--- src/rtl/dmt_pkg.sv ---
package dmt_pkg;
  typedef enum logic [1:0] {
    MD_STREAM  = 2'd0,
    MD_TRANSIT = 2'd1,
    MD_BIDIR   = 2'd2
  } mode_t;
endpackage

--- src/rtl/dmt_edge_det.sv ---
module dmt_edge_det #(
  parameter bit INIT    = 1'b0,
  parameter bit FALLING = 1'b0
) (
  input  logic clk,
  input  logic rst,
  input  logic lvl_i,
  output logic edge_o
);
  logic prev_q;

  always_ff @(posedge clk) begin
    if (rst) prev_q <= INIT;
    else     prev_q <= lvl_i;
  end

  generate
    if (FALLING) begin : g_fall
      assign edge_o = prev_q & ~lvl_i;
    end else begin : g_rise
      assign edge_o = ~prev_q & lvl_i;
    end
  endgenerate
endmodule

--- src/rtl/dmt_pulse_cnt.sv ---
module dmt_pulse_cnt #(
  parameter int CNT_W = 8,
  parameter int LIMIT = 128
) (
  input  logic clk,
  input  logic rst,
  input  logic arm_i,
  input  logic clr_i,
  input  logic inc_i,
  output logic hit_o
);
  localparam logic [CNT_W-1:0] LIM_V = CNT_W'(LIMIT);

  logic [CNT_W-1:0] cnt_q;

  always_ff @(posedge clk) begin
    if (rst || !arm_i || clr_i) cnt_q <= '0;
    else if (inc_i && cnt_q != LIM_V) cnt_q <= cnt_q + 1'b1;
  end

  assign hit_o = (cnt_q == LIM_V);

  // a bus clock fall while armed leaves the count at zero
  a_r3_clear_on_fall: assert property (@(posedge clk) disable iff (rst)
    (arm_i && clr_i) |=> (cnt_q == '0));

  // the count saturates at its limit
  a_r4_bounded: assert property (@(posedge clk) disable iff (rst)
    cnt_q <= LIM_V);
endmodule

--- src/rtl/dmt_mode_fsm.sv ---
module dmt_mode_fsm
  import dmt_pkg::*;
(
  input  logic  clk,
  input  logic  rst,
  input  logic  scl_fall_i,
  input  logic  scl_idle_i,
  input  logic  strm_rise_i,
  input  logic  match_i,
  input  logic  hit_i,
  output mode_t mode_o,
  output logic  restart_o,
  output logic  tick_o,
  output logic  drive_o,
  output logic  bus_en_o
);
  mode_t st_q, st_n;

  always_comb begin
    st_n = st_q;
    unique case (st_q)
      MD_STREAM:  if (scl_fall_i) st_n = MD_TRANSIT;
      MD_TRANSIT: begin
        if (match_i)                  st_n = MD_BIDIR;
        else if (hit_i && scl_idle_i) st_n = MD_STREAM;
      end
      MD_BIDIR:   st_n = MD_BIDIR;
      default:    st_n = MD_STREAM;
    endcase
  end

  always_ff @(posedge clk) begin
    if (rst) begin
      st_q      <= MD_STREAM;
      restart_o <= 1'b0;
      tick_o    <= 1'b0;
      drive_o   <= 1'b1;
      bus_en_o  <= 1'b0;
    end else begin
      st_q      <= st_n;
      restart_o <= (st_q == MD_TRANSIT) && (st_n == MD_STREAM);
      tick_o    <= (st_q == MD_STREAM) && (st_n == MD_STREAM) && strm_rise_i;
      drive_o   <= (st_n == MD_STREAM);
      bus_en_o  <= (st_n != MD_STREAM);
    end
  end

  assign mode_o = st_q;

  // bus clock fall in streaming leads to transition
  a_r2_fall_enters: assert property (@(posedge clk) disable iff (rst)
    (st_q == MD_STREAM && scl_fall_i) |=> (st_q == MD_TRANSIT));

  // no return to streaming while the bus clock is low
  a_r5_no_exit_busy: assert property (@(posedge clk) disable iff (rst)
    (st_q == MD_TRANSIT && !scl_idle_i) |=> (st_q != MD_STREAM));

  // restart only on a transition-to-streaming step
  a_r4_restart_src: assert property (@(posedge clk) disable iff (rst)
    restart_o |-> (st_q == MD_STREAM && $past(st_q) == MD_TRANSIT));

  // bidirectional mode is held until reset
  a_r7_bidir_hold: assert property (@(posedge clk) disable iff (rst)
    (st_q == MD_BIDIR) |=> (st_q == MD_BIDIR));

  // streaming is left only through a bus clock fall
  a_r9_match_ignored: assert property (@(posedge clk) disable iff (rst)
    (st_q == MD_STREAM && !scl_fall_i) |=> (st_q == MD_STREAM));

  // forwarded ticks only appear in streaming
  a_r8_tick_stream: assert property (@(posedge clk) disable iff (rst)
    tick_o |-> (st_q == MD_STREAM));
endmodule

--- src/rtl/dual_mode_arbiter.sv ---
module dual_mode_arbiter
  import dmt_pkg::*;
#(
  parameter int CNT_W   = 8,
  parameter int TIMEOUT = 128
) (
  input  logic       clk,
  input  logic       rst,
  input  logic       strm_clk,
  input  logic       bus_scl,
  input  logic       ctrl_match,
  output logic [1:0] mode_state,
  output logic       strm_restart,
  output logic       strm_tick,
  output logic       strm_drive_en,
  output logic       bus_en
);
  mode_t mode_w;
  logic  scl_fall, strm_rise, cnt_hit;

  dmt_edge_det #(.INIT(1'b1), .FALLING(1'b1)) u_scl_edge (
    .clk(clk), .rst(rst), .lvl_i(bus_scl), .edge_o(scl_fall)
  );

  dmt_edge_det #(.INIT(1'b0), .FALLING(1'b0)) u_strm_edge (
    .clk(clk), .rst(rst), .lvl_i(strm_clk), .edge_o(strm_rise)
  );

  dmt_pulse_cnt #(.CNT_W(CNT_W), .LIMIT(TIMEOUT)) u_cnt (
    .clk(clk), .rst(rst),
    .arm_i(mode_w == MD_TRANSIT),
    .clr_i(scl_fall),
    .inc_i(strm_rise),
    .hit_o(cnt_hit)
  );

  dmt_mode_fsm u_fsm (
    .clk(clk), .rst(rst),
    .scl_fall_i(scl_fall),
    .scl_idle_i(bus_scl),
    .strm_rise_i(strm_rise),
    .match_i(ctrl_match),
    .hit_i(cnt_hit),
    .mode_o(mode_w),
    .restart_o(strm_restart),
    .tick_o(strm_tick),
    .drive_o(strm_drive_en),
    .bus_en_o(bus_en)
  );

  assign mode_state = mode_w;
endmodule

--- config.mk ---
export PLATFORM = sky130hd
export DESIGN_NAME = dual_mode_arbiter
export DESIGN_NICKNAME = d
export VERILOG_FILES = /design/src/rtl/dmt_pkg.sv /design/src/rtl/dmt_edge_det.sv /design/src/rtl/dmt_pulse_cnt.sv /design/src/rtl/dmt_mode_fsm.sv /design/src/rtl/dual_mode_arbiter.sv
export SDC_FILE = /design/constraint.sdc
export NUM_CORES = 1
export LEC_CHECK = 0
export BUFFER_PORTS_ARGS = -buffer_cell sky130_fd_sc_hd__buf_2
export CAP_MARGIN = 20
export CORE_UTILIZATION = 30
export CTS_CLUSTER_DIAMETER = 100
export DETAILED_ROUTE_END_ITERATION = 10
export GPL_ROUTABILITY_DRIVEN = 0
export GPL_TIMING_DRIVEN = 0
export PLACE_DENSITY = 0.52
export SLEW_MARGIN = 20
export SYNTH_ARGS = -nofsm -noshare
export SYNTH_HDL_FRONTEND = slang
export SYNTH_SLANG_ARGS = --single-unit
--- constraint.sdc ---
create_clock -name clk -period 4.2 [get_ports clk]
set_input_delay 0.21 -clock clk [delete_from_list [all_inputs] [get_ports clk]]
set_output_delay 0.21 -clock clk [all_outputs]
set_load 0.05 [all_outputs]
==> flow_summary_export.csv, run 1 <==
group,metric,value,unit
place,hpwl,1.01,mm
place,placed_cells,118,
layout,syn_to_final_growth,14.9,%
timing,relSlewSlack,0.691,
timing,final-setup-viol-count,0,
place,portBuffers,10,
timing,min_period_over_period,0.349,
run_status,status,"complete, no violations",
layout,final_core_util,0.369,
synth,syn_nets,87,
worst_setup_path,start_kind,"flop",
floorplanning,die-height,51.1,um
job,maxCapViolations,0,
synth,synth-seq-cells,16,
timing,final.setup.tns,0,ns
hold_path,min_from,"rst",
timing,fin_crit,1.47,ns
worst_setup_path,r2r-start,"u_cnt.cnt_q[0]",
clocking,cts_max_path_buffers,2,
layout,finalInstanceArea,832,um^2
clocking,clk_latency,0.28,ns
floorplanning,io_pins,11,
clocking,cts.repair.resized,0,
grt,grt-ovfl-total,0,
route,drcViolationCount,0,
synth,yosys_warnings,0,
floorplanning,initial_core_util,0.321,
route,wl,1.29,mm
power_and_ir_drop,p_leak,0.288,nW
power_and_ir_drop,max-vdd-ir-drop,238,uV
route,first_iter_violations,8,
clocking,cts_tree,"built",
layout,fill_cells,257,
timing,rsz0062_at_grt,"no",
floorplanning,design.core.area,2250,um^2
synth,syn_area,724,um^2
layout,multi_input_comb_area,380,um^2
clocking,h-tree-depth,1,
route,ant_nets,0,
layout,nNetsFinal,102,
place,place_area,810,um^2
hold_path,hp-class,"in2reg",
timing,slew_violations,0,
worst_setup_path,max_stage_delay,0.41,ns
route,vias,596,
synth,yosysSeqAreaShare,0.442,
clocking,clock-sinks,16,
timing,fin_skew,0.00380,ns
floorplanning,dieArea,2620,um^2
grt,antenna_found_initial,0,
worst_setup_path,path_class,"reg2reg",
clocking,cts_buffers,3,
route,dr.pass1.iters,2,
clocking,clk_pin_slew,0.09,ns
synth,yosysUniqueCellTypes,25,
layout,drive_gt1_frac,0.194,
worst_setup_path,cp_max_fo,5,
floorplanning,dieWidth,51.1,um
layout,antenna_cells,0,
timing,fmax,683,MHz
route,viasPerCell,4.93,
synth,avgSynthCellArea,9.06,um^2
grt,grt_pass1_vias,514,
timing,worstMarginPinSlew,0.460,ns
worst_setup_path,slowest_stage,"dfxtp_1",
power_and_ir_drop,powerDensity,339,nW/um^2
grt,grt_pass1_wl,2.15,mm
layout,instances_no_fill,121,
layout,seqCellArea,320,um^2
floorplanning,rows,17,
grt,grt_max_degree,11,
timing,hold_viol_final,0,
worst_setup_path,crit_chain,"inv_1 -> ha_1 -> and4bb_2 -> a21oi_1 -> mux2i_1",
synth,synth_cells,80,
grt,grt.total_usage,0.114,
clocking,cts_hold_buf,0,
worst_setup_path,required,4.42,ns
route,wl_per_cell,10.7,um
clocking,cts-root-buf,"clkbuf_4",
worst_setup_path,crit_arrival,1.69,ns
timing,whs,0.167,ns
worst_setup_path,cp-end-kind,"flop",
clocking,cts_setup_buffers,0,
worst_setup_path,startpoint,"u_cnt.cnt_q[0]",
==> sequential cells by signal, summed over array words and instances, names as in the netlist <==
| register | count |
|---|---|
| u_cnt.cnt_q | 8 |
| u_fsm.bus_en_o | 1 |
| u_fsm.drive_o | 1 |
| u_fsm.mode_o | 2 |
| u_fsm.restart_o | 1 |
| u_fsm.tick_o | 1 |
| u_scl_edge.prev_q | 1 |
| u_strm_edge.prev_q | 1 |
==> stage by stage <==
stage / worst slack [ns] / power, mW
2_1_floorplan: 2.77 / 0.196
3_3_place_gp: 2.74 / 0.206
3_5_place_dp: 2.74 / 0.206
4_1_cts: 2.72 / 0.285
5_1_grt: 2.60 / 0.295
6_report: 2.73 / 0.282
==> final cells by class <==
cell class	instances	area share
Multi-Input combinational cell	58	0.457
Sequential cell	16	0.385
Timing Repair Buffer	10	0.0602
Tap cell	28	0.0421
Clock buffer	3	0.0271
Inverter	5	0.0226
Buffer	1	0.00602
==> worst max-delay path: cells and delay by family, from the launching register on <==
kind	cells	cell delay [ns]
DFF	1	0.41
and+or+nand+nor	1	0.26
AOI/OAI and AO/OA	1	0.24
muxes	1	0.21
adders and majority gates	1	0.19
buffers and inverters	1	0.08
==> report_power, final <==
part / leakage [nW] / switching (mW) / internal, mW / total [mW]
clock network: 0.0138 / 0.0461 / 0.0333 / 0.0794
logic: 0.144 / 0.0285 / 0.0129 / 0.0414
registers: 0.131 / 0.00376 / 0.157 / 0.161
total: 0.288 / 0.0783 / 0.204 / 0.282
==> path summary, 6_finish.rpt <==
kind / to / slack (ns) / cells past startpoint
worst min register to register: u_cnt.cnt_q[7] / 0.49 / 2
worst min-delay path: u_strm_edge.prev_q / 0.17 / 2
worst max register to register: u_cnt.cnt_q[1] / 2.73 / 5
worst max-delay path: u_cnt.cnt_q[1] / 2.73 / 5
==> cells by family after synthesis <==
family	after synthesis	synth area share
multiplexers	4	0.0553
buffers and inverters	6	0.0328
flip-flops	16	0.442
AO/OA/AOI/OAI	13	0.109
AND/OR/NAND/NOR	39	0.326
adder cells (fa/ha/maj)	2	0.0345
==> cells in the mapped netlist <==
cell type  count  area share
a211o_1        1       0.012
a21oi_1        6       0.041
and3_1         1      0.0086
and4bb_2       1       0.017
buf_2          1      0.0069
dfxtp_1       16        0.44
ha_1           2       0.035
inv_1          5       0.026
mux2i_1        4       0.055
nand2_1        6       0.031
nand2b_1       3       0.026
nand3_1        8       0.055
nand3b_1       5       0.052
nand4b_1       1       0.012
nor2_1         3       0.016
nor2b_1        2       0.017
nor3_1         2       0.014
nor3b_4        1       0.026
nor4_1         2       0.017
o211ai_1       1       0.010
o21ai_0        3       0.021
o21ba_2        1       0.014
o21bai_1       1       0.010
or2_2          1      0.0086
or3_1          3       0.026
==> cells in the final DEF, fill, tap and decap left out, types with 2 or more instances in the layout <==
| cell type | instances |
|---|---|
| dfxtp_1 | 16 |
| nand3_1 | 8 |
| or3_1 | 3 |
| nor2_1 | 3 |
| clkbuf_4 | 3 |
| o21ai_0 | 3 |
| ha_1 | 2 |
| buf_2 | 11 |
| mux2i_1 | 4 |
| nor3_1 | 2 |
| nor2b_1 | 2 |
| inv_1 | 5 |
| nor4_1 | 2 |
| nand2_1 | 6 |
| nand3b_1 | 5 |
| nand2b_1 | 3 |
| a21oi_1 | 6 |
==> layer usage <==
layer,global-route usage,part of all wire,up-vias
met3,0.0446,0.039,5
met2,0.182,0.45,10
li1,-,-,314
met4,0.0417,0.017,0
met1,0.137,0.50,267
met5,0,0,-
Note: power is estimated with default switching activity, not from simulation.
==> run 2, diff against run 1 <==
--- a/config.mk
+++ b/config.mk
@@ -12,7 +12,7 @@
 export DETAILED_ROUTE_END_ITERATION = 10
 export GPL_ROUTABILITY_DRIVEN = 0
 export GPL_TIMING_DRIVEN = 0
-export PLACE_DENSITY = 0.52
+export PLACE_DENSITY = 0.54
 export SLEW_MARGIN = 20
 export SYNTH_ARGS = -nofsm -noshare
 export SYNTH_HDL_FRONTEND = slang
==> constraint.sdc (replaced) <==
create_clock -name clk -period 1.3 [get_ports clk]
set_input_delay 0.065 -clock clk [delete_from_list [all_inputs] [get_ports clk]]
set_output_delay 0.065 -clock clk [all_outputs]
set_load 0.05 [all_outputs]
==> run 2 against run 1 <==
Net effect: the flow now finishes with violations (setup timing); power grew to 3.6 times the previous value; global-route usage is 2.3 points higher; via count is 8.6% higher; non-clock buffer count is 10 higher; register-to-register slack worse by 2.7 ns; cell count is 9.1% higher; sequential share of layout area is 5.6 points lower; largest power group unchanged.
==> flow_summary_export.csv, run 2 (synthesized netlist as in run 1, its figures left out) <==
group,metric,value,unit
clocking,cts_hold_buf,0,
worst_setup_path,slowest_stage,"dfxtp_2",
power_and_ir_drop,p_leak,0.349,nW
route,ant_nets,0,
worst_setup_path,cp_max_fo,4,
timing,min_period_over_period,1.00,
worst_setup_path,start_kind,"flop",
worst_setup_path,path_class,"reg2reg",
worst_setup_path,required,1.50,ns
layout,antenna_cells,0,
layout,instances_no_fill,132,
power_and_ir_drop,max-vdd-ir-drop,595,uV
timing,final.setup.tns,-0.00112,ns
timing,fmax,769,MHz
floorplanning,dieArea,2620,um^2
grt,grt_max_degree,11,
worst_setup_path,crit_family,"simple AND/OR/NAND/NOR gates",
floorplanning,die-height,51.1,um
hold_path,hold_depth,2,
clocking,clock-sinks,16,
place,hpwl,994,um
grt,grt_pass1_wl,2.62,mm
timing,relSlewSlack,0.735,
place,placed_cells,118,
clocking,cts_buffers,3,
timing,fin_skew,0.00175,ns
clocking,cts-root-buf,"clkbuf_4",
route,vias,647,
worst_setup_path,path_depth,5,
floorplanning,io_pins,11,
timing,hold_viol_final,0,
place,pre_cts_ws,-0.164,ns
route,dr.pass1.iters,4,
worst_setup_path,max_stage_delay,0.34,ns
worst_setup_path,cp-end-kind,"flop",
floorplanning,initial_core_util,0.321,
worst_setup_path,crit_chain,"inv_1 -> ha_2 -> and4bb_2 -> and3_4 -> o21ba_2",
timing,worstMarginPinSlew,0.396,ns
power_and_ir_drop,powerDensity,1030,nW/um^2
layout,multi_input_comb_area,429,um^2
clocking,clk_pin_slew,0.10,ns
timing,final-setup-viol-count,1,
floorplanning,rows,17,
floorplanning,design.core.area,2250,um^2
timing,rsz0062_at_grt,"yes",
layout,seqCellArea,324,um^2
worst_setup_path,crit_buf_inv,1,
timing,fin_ws,-0.00112,ns
route,drcViolationCount,0,
route,viasPerCell,4.90,
grt,antenna_found_initial,0,
floorplanning,dieWidth,51.1,um
grt,grt-ovfl-total,0,
layout,drive_gt1_frac,0.375,
layout,largest_register_ffs,8,
route,first_iter_violations,8,
route,wl,1.52,mm
timing,slew_violations,0,
layout,fill_cells,235,
clocking,cts_max_path_buffers,2,
timing,fin_crit,1.30,ns
clocking,h-tree-depth,1,
layout,mostFrequentLayoutCells,"dfxtp_1, buf_2, nand3_1",
run_status,violations,"setup timing",
place,portBuffers,10,
layout,layout_commonest_cell,"dfxtp_1",
route,wl_per_cell,11.5,um
layout,largest_register,"u_cnt.cnt_q",
grt,grt_pass1_vias,591,
worst_setup_path,r2r_cells,5,
layout,nNetsFinal,112,
layout,syn_to_final_growth,35.9,%
worst_setup_path,crit_arrival,1.50,ns
clocking,clk_latency,0.29,ns
job,maxCapViolations,0,
run_status,status,"finished with violations",
hold_path,hp-class,"in2reg",
grt,grt.total_usage,0.137,
clocking,cts_tree,"built",
-- run 2: final timing paths --
check | to | start | slack (ns)
setup / recovery | u_fsm.drive_o | u_cnt.cnt_q[0] | -0.001
hold / removal | u_strm_edge.prev_q | rst | 0.01
setup reg to reg | u_fsm.drive_o | u_cnt.cnt_q[0] | -0.001
hold reg to reg | u_cnt.cnt_q[7] | u_cnt.cnt_q[7] | 0.50
-- run 2: through the flow --
stage | utilization | total power, mW | hold slack [ns] | instance area, um^2
after global routing | 0.437 | 1.06 | 0.0124 | 985
after detailed placement | 0.360 | 0.669 | 0.322 | 812
final | 0.437 | 1.01 | 0.0112 | 985
after CTS | 0.401 | 1.01 | 0.00284 | 905
after floorplan | - | 0.633 | 0.137 | 727
after global placement | 0.360 | 0.668 | 0.317 | 812
-- run 2: power by group --
group / internal, mW / switching [mW] / total (mW) / leakage (nW)
logic: 0.0515 / 0.0992 / 0.151 / 0.196
clock network: 0.171 / 0.171 / 0.342 / 0.0210
registers: 0.510 / 0.0121 / 0.522 / 0.132
-- run 2: routing by layer --
metal / share of wire / GRT usage / up-vias
li1: - / - / 333
met1: 0.50 / 0.175 / 304
met4: 0.025 / 0.0972 / 0
met3: 0.015 / 0.0268 / 4
met5: 0 / 0 / -
met2: 0.46 / 0.204 / 6
-- run 2: what timing repair did --
action                                  4_1_cts  5_1_grt
endpoints found under the setup margin        6       11
buffers inserted                              5        5
hold endpoints to repair                      0        0
gates resized for setup                       5        8
pin swaps                                     1        3
-- run 2: layout make-up --
type                            instances  share of cell area
Buffer                                  1             0.00508
Clock buffer                            4              0.0368
Inverter                                5              0.0191
Multi-Input combinational cell         58               0.436
Sequential cell                        16               0.329
Tap cell                               28              0.0356
Timing Repair Buffer                   20               0.139
==> run 3, diff against run 2 <==
--- a/config.mk
+++ b/config.mk
@@ -7,12 +7,12 @@
 export LEC_CHECK = 0
 export BUFFER_PORTS_ARGS = -buffer_cell sky130_fd_sc_hd__buf_2
 export CAP_MARGIN = 20
-export CORE_UTILIZATION = 30
+export CORE_UTILIZATION = 47
 export CTS_CLUSTER_DIAMETER = 100
 export DETAILED_ROUTE_END_ITERATION = 10
 export GPL_ROUTABILITY_DRIVEN = 0
 export GPL_TIMING_DRIVEN = 0
-export PLACE_DENSITY = 0.54
+export PLACE_DENSITY = 0.76
 export SLEW_MARGIN = 20
 export SYNTH_ARGS = -nofsm -noshare
 export SYNTH_HDL_FRONTEND = slang
==> run 3 against run 2 <==
Net effect: the flow now finishes without violations; sequential cell count unchanged; via count shrank 0.15%; clock-buffer cell count unchanged; die area shrank 35%; clock skew is 0.0011 ns higher; largest cell class unchanged; largest power group unchanged.
==> flow_summary_export.csv, run 3 (synthesized netlist as in run 1, its figures left out) <==
group,metric,value,unit
floorplanning,dieWidth,41.3,um
timing,fin_crit,1.29,ns
grt,grt-ovfl-total,0,
place,placed_cells,105,
floorplanning,dieArea,1700,um^2
layout,fill_cells,109,
clocking,cts-root-buf,"clkbuf_4",
route,vias,646,
layout,largest_register,"u_cnt.cnt_q",
route,ant_nets,0,
timing,final-setup-viol-count,0,
grt,grt_pass1_vias,526,
hold_path,hp-class,"in2reg",
grt,grt_max_degree,11,
power_and_ir_drop,internal_power,737,uW
layout,instances_no_fill,119,
floorplanning,die-height,41.3,um
floorplanning,rows,13,
layout,syn_to_final_growth,37.0,%
route,dr.pass1.iters,4,
clocking,cts_buffers,3,
route,wl_per_cell,13.8,um
run_status,status,"complete, no violations",
place,hpwl,957,um
route,wl,1.65,mm
layout,largest_register_ffs,8,
worst_setup_path,required,1.50,ns
power_and_ir_drop,p_leak,0.353,nW
power_and_ir_drop,powerDensity,1030,nW/um^2
clocking,h-tree-depth,1,
timing,relSlewSlack,0.741,
power_and_ir_drop,max-vdd-ir-drop,900,uV
power_and_ir_drop,p_seq_frac,0.513,
worst_setup_path,cp_max_fo,4,
layout,antenna_cells,0,
timing,final.setup.tns,0,ns
layout,drive_gt1_frac,0.394,
timing,slew_violations,0,
timing,rsz0062_at_grt,"yes",
clocking,cts_tree,"built",
worst_setup_path,path_class,"reg2reg",
clocking,clk_latency,0.29,ns
layout,multi_input_comb_area,450,um^2
layout,seqCellArea,324,um^2
power_and_ir_drop,p_clk_frac,0.331,
power_and_ir_drop,swShare,0.276,
route,viasPerCell,5.43,
floorplanning,design.core.area,1370,um^2
worst_setup_path,start_kind,"flop",
power_and_ir_drop,pwr-share-comb,0.156,
grt,grt.total_usage,0.209,
route,drcViolationCount,0,
worst_setup_path,crit_arrival,1.49,ns
floorplanning,io_pins,11,
layout,mostFrequentLayoutCells,"dfxtp_1, buf_2, nand3_1",
clocking,cts_max_path_buffers,2,
layout,nNetsFinal,112,
layout,layout_commonest_cell,"dfxtp_1",
grt,grt_pass1_wl,2.22,mm
timing,worstMarginPinSlew,0.386,ns
timing,min_period_over_period,0.990,
job,maxCapViolations,0,
route,first_iter_violations,23,
timing,fmax,777,MHz
clocking,clock-sinks,16,
worst_setup_path,cp-end-kind,"flop",
floorplanning,initial_core_util,0.530,
grt,antenna_found_initial,0,
timing,fin_skew,0.00286,ns
clocking,clk_pin_slew,0.10,ns
power_and_ir_drop,power.switching,281,uW
timing,hold_viol_final,0,
place,portBuffers,10,
-- run 3: through the flow --
stage	setup slack, ns	power [mW]	hold slack, ns	util	area, um^2
2_1_floorplan	0.00107	0.633	0.137	-	727
3_3_place_gp	-0.109	0.667	0.315	0.582	796
3_5_place_dp	-0.146	0.669	0.320	0.582	796
4_1_cts	0.00416	1.01	0.0172	0.652	891
5_1_grt	-0.0189	1.05	0.0274	0.726	992
6_report	0.0129	1.02	0.0257	0.726	992
-- run 3: final timing paths --
path	start	end	slack [ns]	cells past startpoint
max	u_cnt.cnt_q[1]	u_fsm.drive_o	0.01	5
min	bus_scl	u_scl_edge.prev_q	0.03	2
max reg2reg	u_cnt.cnt_q[1]	u_fsm.drive_o	0.01	5
min reg2reg	u_cnt.cnt_q[7]	u_cnt.cnt_q[7]	0.49	2
-- run 3: routing by layer --
layer  global-route usage  wire length (um)  vias to the layer above
met5                    0                 0                        -
met4                0.121                19                        0
met3               0.0489                43                        2
met2                0.313               826                       18
met1                0.271               758                      292
li1                     -                 -                      334
-- run 3: area by class of cell --
type | instances | area share
multi-input combinational | 58 | 0.454
sequential | 16 | 0.327
timing repair buffer | 20 | 0.140
clock buffer | 4 | 0.0366
inverter | 5 | 0.0189
tap | 15 | 0.0189
buffer | 1 | 0.00504
-- run 3: critical path, stage by stage, from the launching register on --
cell,delay (ns)
dfxtp_2,0.36
inv_2,0.05
ha_4,0.14
and4bb_2,0.27
and3_4,0.19
o21ba_4,0.18
-- run 3: power groups by stage --
stage / registers (mW) / logic [mW] / clock network [mW]
detailed placement: 0.533 / 0.136 / 0
global placement: 0.532 / 0.134 / 0
finish: 0.522 / 0.159 / 0.337
global route: 0.525 / 0.170 / 0.360
CTS: 0.521 / 0.142 / 0.343
floorplan: 0.585 / 0.0481 / 0
-- run 3: repair_timing --
item,CTS,global route
setup buffers,4,5
hold buffers,1,0
endpoints found under the hold margin,1,0
pin swaps,1,9
gates resized for setup,5,13
endpoints found under the setup margin,5,11
